[src/rtl/alu8_pkg.sv]
package alu8_pkg;
  localparam int FLAG_W = 5;

  typedef enum logic [3:0] {
    OP_ADD  = 4'd0,
    OP_ADC  = 4'd1,
    OP_SUB  = 4'd2,
    OP_SBB  = 4'd3,
    OP_AND  = 4'd4,
    OP_OR   = 4'd5,
    OP_XOR  = 4'd6,
    OP_CMP  = 4'd7,
    OP_INC  = 4'd8,
    OP_DEC  = 4'd9,
    OP_CMA  = 4'd10,
    OP_CMC  = 4'd11,
    OP_STC  = 4'd12,
    OP_R13  = 4'd13,
    OP_R14  = 4'd14,
    OP_R15  = 4'd15
  } alu_op_e;

  // bit 4 down to bit 0
  typedef struct packed {
    logic s;
    logic z;
    logic a;
    logic p;
    logic c;
  } flags_t;
endpackage

[src/rtl/alu8_addsub.sv]
module alu8_addsub #(
  parameter int DW = 8
) (
  input  logic [DW-1:0] a_i,
  input  logic [DW-1:0] b_i,
  input  logic          cin_i,
  input  logic          sub_i,
  output logic [DW-1:0] sum_o,
  output logic          cout_o,
  output logic          hcout_o
);
  localparam int NW = DW / 2;

  logic [DW-1:0] b_x;
  logic          c_x;
  logic [NW:0]   lo_sum;
  logic [DW:0]   full_sum;

  // subtract: a + ~b + ~borrow; carry outputs become borrows
  assign b_x = sub_i ? ~b_i : b_i;
  assign c_x = cin_i ^ sub_i;

  assign lo_sum   = {1'b0, a_i[NW-1:0]} + {1'b0, b_x[NW-1:0]} + {{NW{1'b0}}, c_x};
  assign full_sum = {1'b0, a_i} + {1'b0, b_x} + {{DW{1'b0}}, c_x};

  assign sum_o   = full_sum[DW-1:0];
  assign cout_o  = full_sum[DW] ^ sub_i;
  assign hcout_o = lo_sum[NW] ^ sub_i;
endmodule

[src/rtl/alu8_logic.sv]
module alu8_logic #(
  parameter int DW = 8
) (
  input  logic [DW-1:0] a_i,
  input  logic [DW-1:0] b_i,
  input  logic [1:0]    sel_i,
  output logic [DW-1:0] y_o
);
  always_comb begin
    unique case (sel_i)
      2'd0:    y_o = a_i & b_i;
      2'd1:    y_o = a_i | b_i;
      2'd2:    y_o = a_i ^ b_i;
      default: y_o = a_i;
    endcase
  end
endmodule

[src/rtl/alu8_flag_reg.sv]
module alu8_flag_reg #(
  parameter int W = 5
) (
  input  logic         clk_i,
  input  logic         rst_ni,
  input  logic         en_i,
  input  logic [W-1:0] d_i,
  output logic [W-1:0] q_o
);
  always_ff @(posedge clk_i or negedge rst_ni) begin
    if (!rst_ni)   q_o <= '0;
    else if (en_i) q_o <= d_i;
  end
endmodule

[src/rtl/alu8_core.sv]
module alu8_core
  import alu8_pkg::*;
#(
  parameter int DW = 8
) (
  input  logic              clk_i,
  input  logic              rst_ni,
  input  logic [DW-1:0]     acc_i,
  input  logic [DW-1:0]     opnd_i,
  input  logic [3:0]        op_i,
  input  logic              flag_en_i,
  output logic [DW-1:0]     res_o,
  output logic              acc_we_o,
  output logic [FLAG_W-1:0] flags_nxt_o,
  output logic [FLAG_W-1:0] flags_o
);
  localparam logic [DW-1:0] ONE = {{(DW-1){1'b0}}, 1'b1};

  alu_op_e           op;
  flags_t            fq;
  flags_t            fn;
  logic [FLAG_W-1:0] fq_v;

  logic [DW-1:0] as_a, as_b, as_sum, lg_y;
  logic          as_cin, as_sub, as_cout, as_hc;

  assign op = alu_op_e'(op_i);
  assign fq = flags_t'(fq_v);

  // operand steering for the shared adder
  always_comb begin
    as_a   = acc_i;
    as_b   = opnd_i;
    as_cin = 1'b0;
    as_sub = 1'b0;
    unique case (op)
      OP_ADC:         as_cin = fq.c;
      OP_SUB, OP_CMP: as_sub = 1'b1;
      OP_SBB: begin
        as_sub = 1'b1;
        as_cin = fq.c;
      end
      OP_INC: begin
        as_a = opnd_i;
        as_b = ONE;
      end
      OP_DEC: begin
        as_a   = opnd_i;
        as_b   = ONE;
        as_sub = 1'b1;
      end
      default: ;
    endcase
  end

  alu8_addsub #(.DW(DW)) u_addsub (
    .a_i    (as_a),
    .b_i    (as_b),
    .cin_i  (as_cin),
    .sub_i  (as_sub),
    .sum_o  (as_sum),
    .cout_o (as_cout),
    .hcout_o(as_hc)
  );

  alu8_logic #(.DW(DW)) u_logic (
    .a_i  (acc_i),
    .b_i  (opnd_i),
    .sel_i(op_i[1:0]),
    .y_o  (lg_y)
  );

  // result, write strobe and next flags
  always_comb begin
    res_o    = acc_i;
    acc_we_o = 1'b0;
    fn       = fq;
    unique case (op)
      OP_ADD, OP_ADC, OP_SUB, OP_SBB: begin
        res_o    = as_sum;
        acc_we_o = 1'b1;
        fn.c     = as_cout;
        fn.a     = as_hc;
      end
      OP_AND, OP_OR, OP_XOR: begin
        res_o    = lg_y;
        acc_we_o = 1'b1;
        fn.c     = 1'b0;
        fn.a     = 1'b0;
      end
      OP_CMP: begin
        fn.c = as_cout;
        fn.a = as_hc;
        fn.s = as_sum[DW-1];
        fn.z = ~|as_sum;
        fn.p = ~^as_sum;
      end
      OP_INC, OP_DEC: begin
        res_o = as_sum;
        fn.a  = as_hc;
      end
      OP_CMA: begin
        res_o    = ~acc_i;
        acc_we_o = 1'b1;
      end
      OP_CMC: fn.c = ~fq.c;
      OP_STC: fn.c = 1'b1;
      default: ;
    endcase
    if (op <= OP_DEC && op != OP_CMP) begin
      fn.s = res_o[DW-1];
      fn.z = ~|res_o;
      fn.p = ~^res_o;
    end
  end

  assign flags_nxt_o = fn;
  assign flags_o     = fq_v;

  alu8_flag_reg #(.W(FLAG_W)) u_flags (
    .clk_i (clk_i),
    .rst_ni(rst_ni),
    .en_i  (flag_en_i),
    .d_i   (fn),
    .q_o   (fq_v)
  );
endmodule

[config.mk]
export PLATFORM = sky130hd
export DESIGN_NAME = alu8_core
export DESIGN_NICKNAME = d
export VERILOG_FILES = /design/src/rtl/alu8_pkg.sv /design/src/rtl/alu8_addsub.sv /design/src/rtl/alu8_logic.sv /design/src/rtl/alu8_flag_reg.sv /design/src/rtl/alu8_core.sv
export SDC_FILE = /design/constraint.sdc
export NUM_CORES = 1
export LEC_CHECK = 0
export BUFFER_PORTS_ARGS = -buffer_cell sky130_fd_sc_hd__buf_2
export CORE_MARGIN = 5
export CORE_UTILIZATION = 39
export DETAILED_ROUTE_END_ITERATION = 10
export GPL_ROUTABILITY_DRIVEN = 0
export PLACE_DENSITY = 0.6
export SETUP_SLACK_MARGIN = 0.15
export SYNTH_ARGS = -nofsm -noshare
export SYNTH_HDL_FRONTEND = slang
export SYNTH_SLANG_ARGS = --single-unit
[constraint.sdc]
create_clock -name clk_i -period 3.85 [get_ports clk_i]
set_input_delay 0 -clock clk_i [delete_from_list [all_inputs] [get_ports clk_i]]
set_output_delay 0 -clock clk_i [all_outputs]
set_load 0.03 [all_outputs]
==> results.yml <==
logic_synthesis:
  synthFlopType: "dfrtp_1"
  synth_top_family_by_area: "compound AO/OA/AOI/OAI gates"
  synth_mux_area_share_pct: 3.56
  synth_nets: 346
  synth_compound_gate_area_share_pct: 38.1
  avgSynthCellArea_sq_um: 7.15
  synth.yosys.seq_area_share_pct: 6.04
  yosysWarnings: 0
  syn_inst: 290
  synth-edff-count: 0
  synthAdderAreaFrac_pct: 20.6
  yosys.area_share.simple_pct: 19.1
  synth_cell_types: 61
  synthesis.area_sq_um: 2070
  synth-async-reset-ratio_pct: 100
  ys_seq_elements: 5
  synth-xor-area-share_pct: 3.80
setup_path:
  crit_path_end_kind: "output pin"
  critical_path.top_delay_family: "compound AO/OA/AOI/OAI gates"
  path_buf_inv: 2
  rrSetupSlack_ns: 0.24
  critical_path.max_fanout: 4
  start_kind: "register"
  r2r-start: "u_flags.q_o[0]"
  crit_arrival_ns: 3.61
  r2r_cells: 19
  crit_slowest_cell: "dfrtp_2"
  path_cells: "a21oi_2 > nand2_1 > o31ai_2 > a22o_1 > fa_2 > buf_4 > a211oi_2 > o21ai_0 > xnor2_1 > or2_2 > a31o_2 > ha_1 > xnor2_1 > xnor2_1 > nand2_1 > o21ai_4 > buf_6"
  max_stage_delay_ns: 0.40
  worst_ep_required_time_ns: 3.85
  r2r_end: "u_flags.q_o[1]"
  crit_top_cell: "xnor2_1"
  worstSetupPathType: "reg -> out"
detailed_routing:
  first_pass_iters: 5
  drcViolationCount: 0
  num_vias: 2382
  totalWireLength_microns: 6870
  wire_per_inst_microns: 16.5
  detail-route-antenna-nets: 0
  vias_per_cell: 5.73
  drtIter0Drc: 242
pwr:
  power_density_nw_per_um2: 346
  ir_worst_vdd_v: 0.000414
  leakagePower_nw: 1.25
global_route:
  grt_overflow_total: 0
  grt_max_degree: 20
  track_usage_pct: 19.5
  grt_first_pass_wirelength_microns: 11500
  antenna_found_initial: 0
  first_global_vias: 2345
worst_hold_path:
  hold_class: "in -> reg"
  holdPathStages: 2
  worstHoldStart: "flag_en_i"
  whs_endpoint: "u_flags.q_o[0]"
cts:
  clk_pin_slew_ns: 0.03
  cts_tree: "done"
  clock_path_buffers: 2
  root_buffer: "clkbuf_8"
  cts_sinks: 5
  htree_levels: 1
  insertion_delay_ns: 0.22
  cts_made_buffers: 3
floorplan:
  rows: 26
  core-area_sq_um: 5140
  die_x_microns: 82.9
  ios: 42
  initial_utilization_pct: 40.3
  die_area_sq_um: 6870
  die_h_microns: 82.9
cells_and_area:
  n_antenna_cell: 0
  fill_cells: 541
  largest_reg_flops: 5
  nets: 403
  drive_above_1_share_pct: 31.8
  top_regs: "u_flags.q_o (5)"
  ff_latch_area_sq_um: 126
  multi_input_area_sq_um: 1860
  syn2layout_area_growth_pct: 27.2
  regMostFlops: "u_flags.q_o"
  final_area_sq_um: 2640
  final_util_pct: 51.3
placement:
  placed_cell_area_sq_um: 2460
  portBuffers: 41
  pre_cts_ws_ns: 0.0407
  hpwl_microns: 5420
timing:
  fin_skew_ns: 0.000495
  fin_tns_setup_ns: 0
  finalSetupViolCount: 0
  period_minus_slack_ns: 3.61
  slew_violations: 0
  fmax_mhz: 277
  fin_crit_sh_pct: 93.8
  grt_setup_unrepaired: "true"
  finalWorstSetupSlack_ns: 0.238
  worst_slew_pin_slew_ns: 0.448
  finalHoldViolCount: 0
  maxSlewHeadroom_pct: 70.1
run:
  cap_viol_max_count: 0
outcome:
  outcome: "finished, final reports clean"
-- worst max-delay path by stage --
stage / start / endpoint / cells after the start
after floorplan: u_flags.q_o[0] / u_flags.q_o[1] / 18
after global placement: op_i[1] / u_flags.q_o[1] / 20
after detailed placement: op_i[1] / u_flags.q_o[1] / 20
after CTS: u_flags.q_o[0] / flags_nxt_o[1] / 18
after global routing: u_flags.q_o[0] / flags_nxt_o[1] / 17
final: u_flags.q_o[0] / flags_nxt_o[1] / 17
-- cell usage after synthesis, types with 2 or more instances --
cell type	number	area [sq um]
buf_1	3	11.3
o211ai_1	2	15.0
xnor2_1	7	61.3
o32ai_1	2	17.5
inv_1	27	101
o21ai_0	21	105
or2_2	4	25.0
a31o_2	3	26.3
a211oi_1	4	30.0
nand4_1	2	12.5
o221ai_1	6	52.6
a21oi_1	28	140
a21o_1	7	52.6
buf_2	5	25.0
o221a_2	6	67.6
nor2_1	17	63.8
nand2_1	30	113
fa_1	2	40.0
o21ai_1	3	15.0
o21a_1	4	30.0
nor3_1	4	20.0
a2bb2oi_1	2	17.5
or3_1	2	12.5
a31oi_1	4	25.0
ha_1	31	388
mux2_2	3	33.8
o22ai_1	4	25.0
nand2b_1	3	18.8
buf_4	2	15.0
mux2i_1	4	40.0
xor2_1	2	17.5
nand3_1	2	10.0
o31ai_1	2	15.0
dfrtp_1	5	125
clkbuf_1	4	15.0
nor2b_1	8	50.1
-- logic make-up (layout without fill, tap and decap cells) --
logic type	after synthesis	after routing
muxes	7	7
buffers and inverters	43	99
adders and majority gates	33	33
DFF	5	5
and+or+nand+nor	80	80
xor gates and xnor gates	9	9
AOI/OAI and AO/OA	113	113
-- layout make-up --
class	instances	share of cell area, %
Sequential cell	5	4.79
Multi-Input combinational cell	242	70.7
Inverter	28	3.99
Tap cell	70	3.32
Clock buffer	4	1.71
Timing Repair Buffer	67	15.5
-- power breakdown --
group,internal [mW],leakage (nW),total [mW],switching [mW]
logic,0.321,1.17,0.739,0.418
registers,0.0668,0.0585,0.0777,0.0108
clock network,0.0709,0.0228,0.0945,0.0236
-- metrics by stage --
stage	power (mW)	hold WS [ns]	cells
3_5_place_dp	0.751	-0.178	406
4_1_cts	0.888	0.0959	416
2_1_floorplan	0.580	-0.296	290
3_3_place_gp	0.747	-0.178	406
5_1_grt	0.986	0.137	416
6_report	0.911	0.0900	416
-- cell usage in the layout (no fill, tap or decap), types with 3 or more instances in the layout --
| cell type | netlist | layout |
|---|---|---|
| nor2b_1 | 8 | 6 |
| a21oi_2 | 0 | 3 |
| a21o_1 | 7 | 7 |
| nand2_1 | 30 | 30 |
| nor2_1 | 17 | 16 |
| ha_1 | 31 | 30 |
| o21a_1 | 4 | 4 |
| o22ai_1 | 4 | 4 |
| nor3_1 | 4 | 4 |
| a21oi_1 | 28 | 25 |
| mux2_2 | 3 | 3 |
| inv_1 | 27 | 26 |
| dfrtp_1 | 5 | 4 |
| nand2b_1 | 3 | 3 |
| xnor2_1 | 7 | 6 |
| buf_4 | 2 | 25 |
| o221a_2 | 6 | 6 |
| mux2i_1 | 4 | 4 |
| or2_2 | 4 | 4 |
| a211oi_1 | 4 | 3 |
| o221ai_1 | 6 | 6 |
| a31oi_1 | 4 | 4 |
| clkbuf_8 | 0 | 3 |
| o21ai_0 | 21 | 21 |
| a31o_2 | 3 | 3 |
| buf_2 | 5 | 40 |
-- routing by layer --
metal / track usage (%) / share of wire, % / vias to the layer above
met3: 1.58 / 7.4 / 4
met1: 27.6 / 46 / 1110
met4: 1.78 / 0.83 / 0
li1: - / - / 1182
met5: 0 / 0 / -
met2: 33.4 / 46 / 86
-- timing repair --
item,CTS,global route
setup endpoints to repair,2,3
pin swaps,8,12
hold buffers,1,0
buffers inserted,5,0
gates resized for setup,8,9
cloned,0,0
endpoints found under the hold margin,5,0
(Power assumes the default switching activity.)
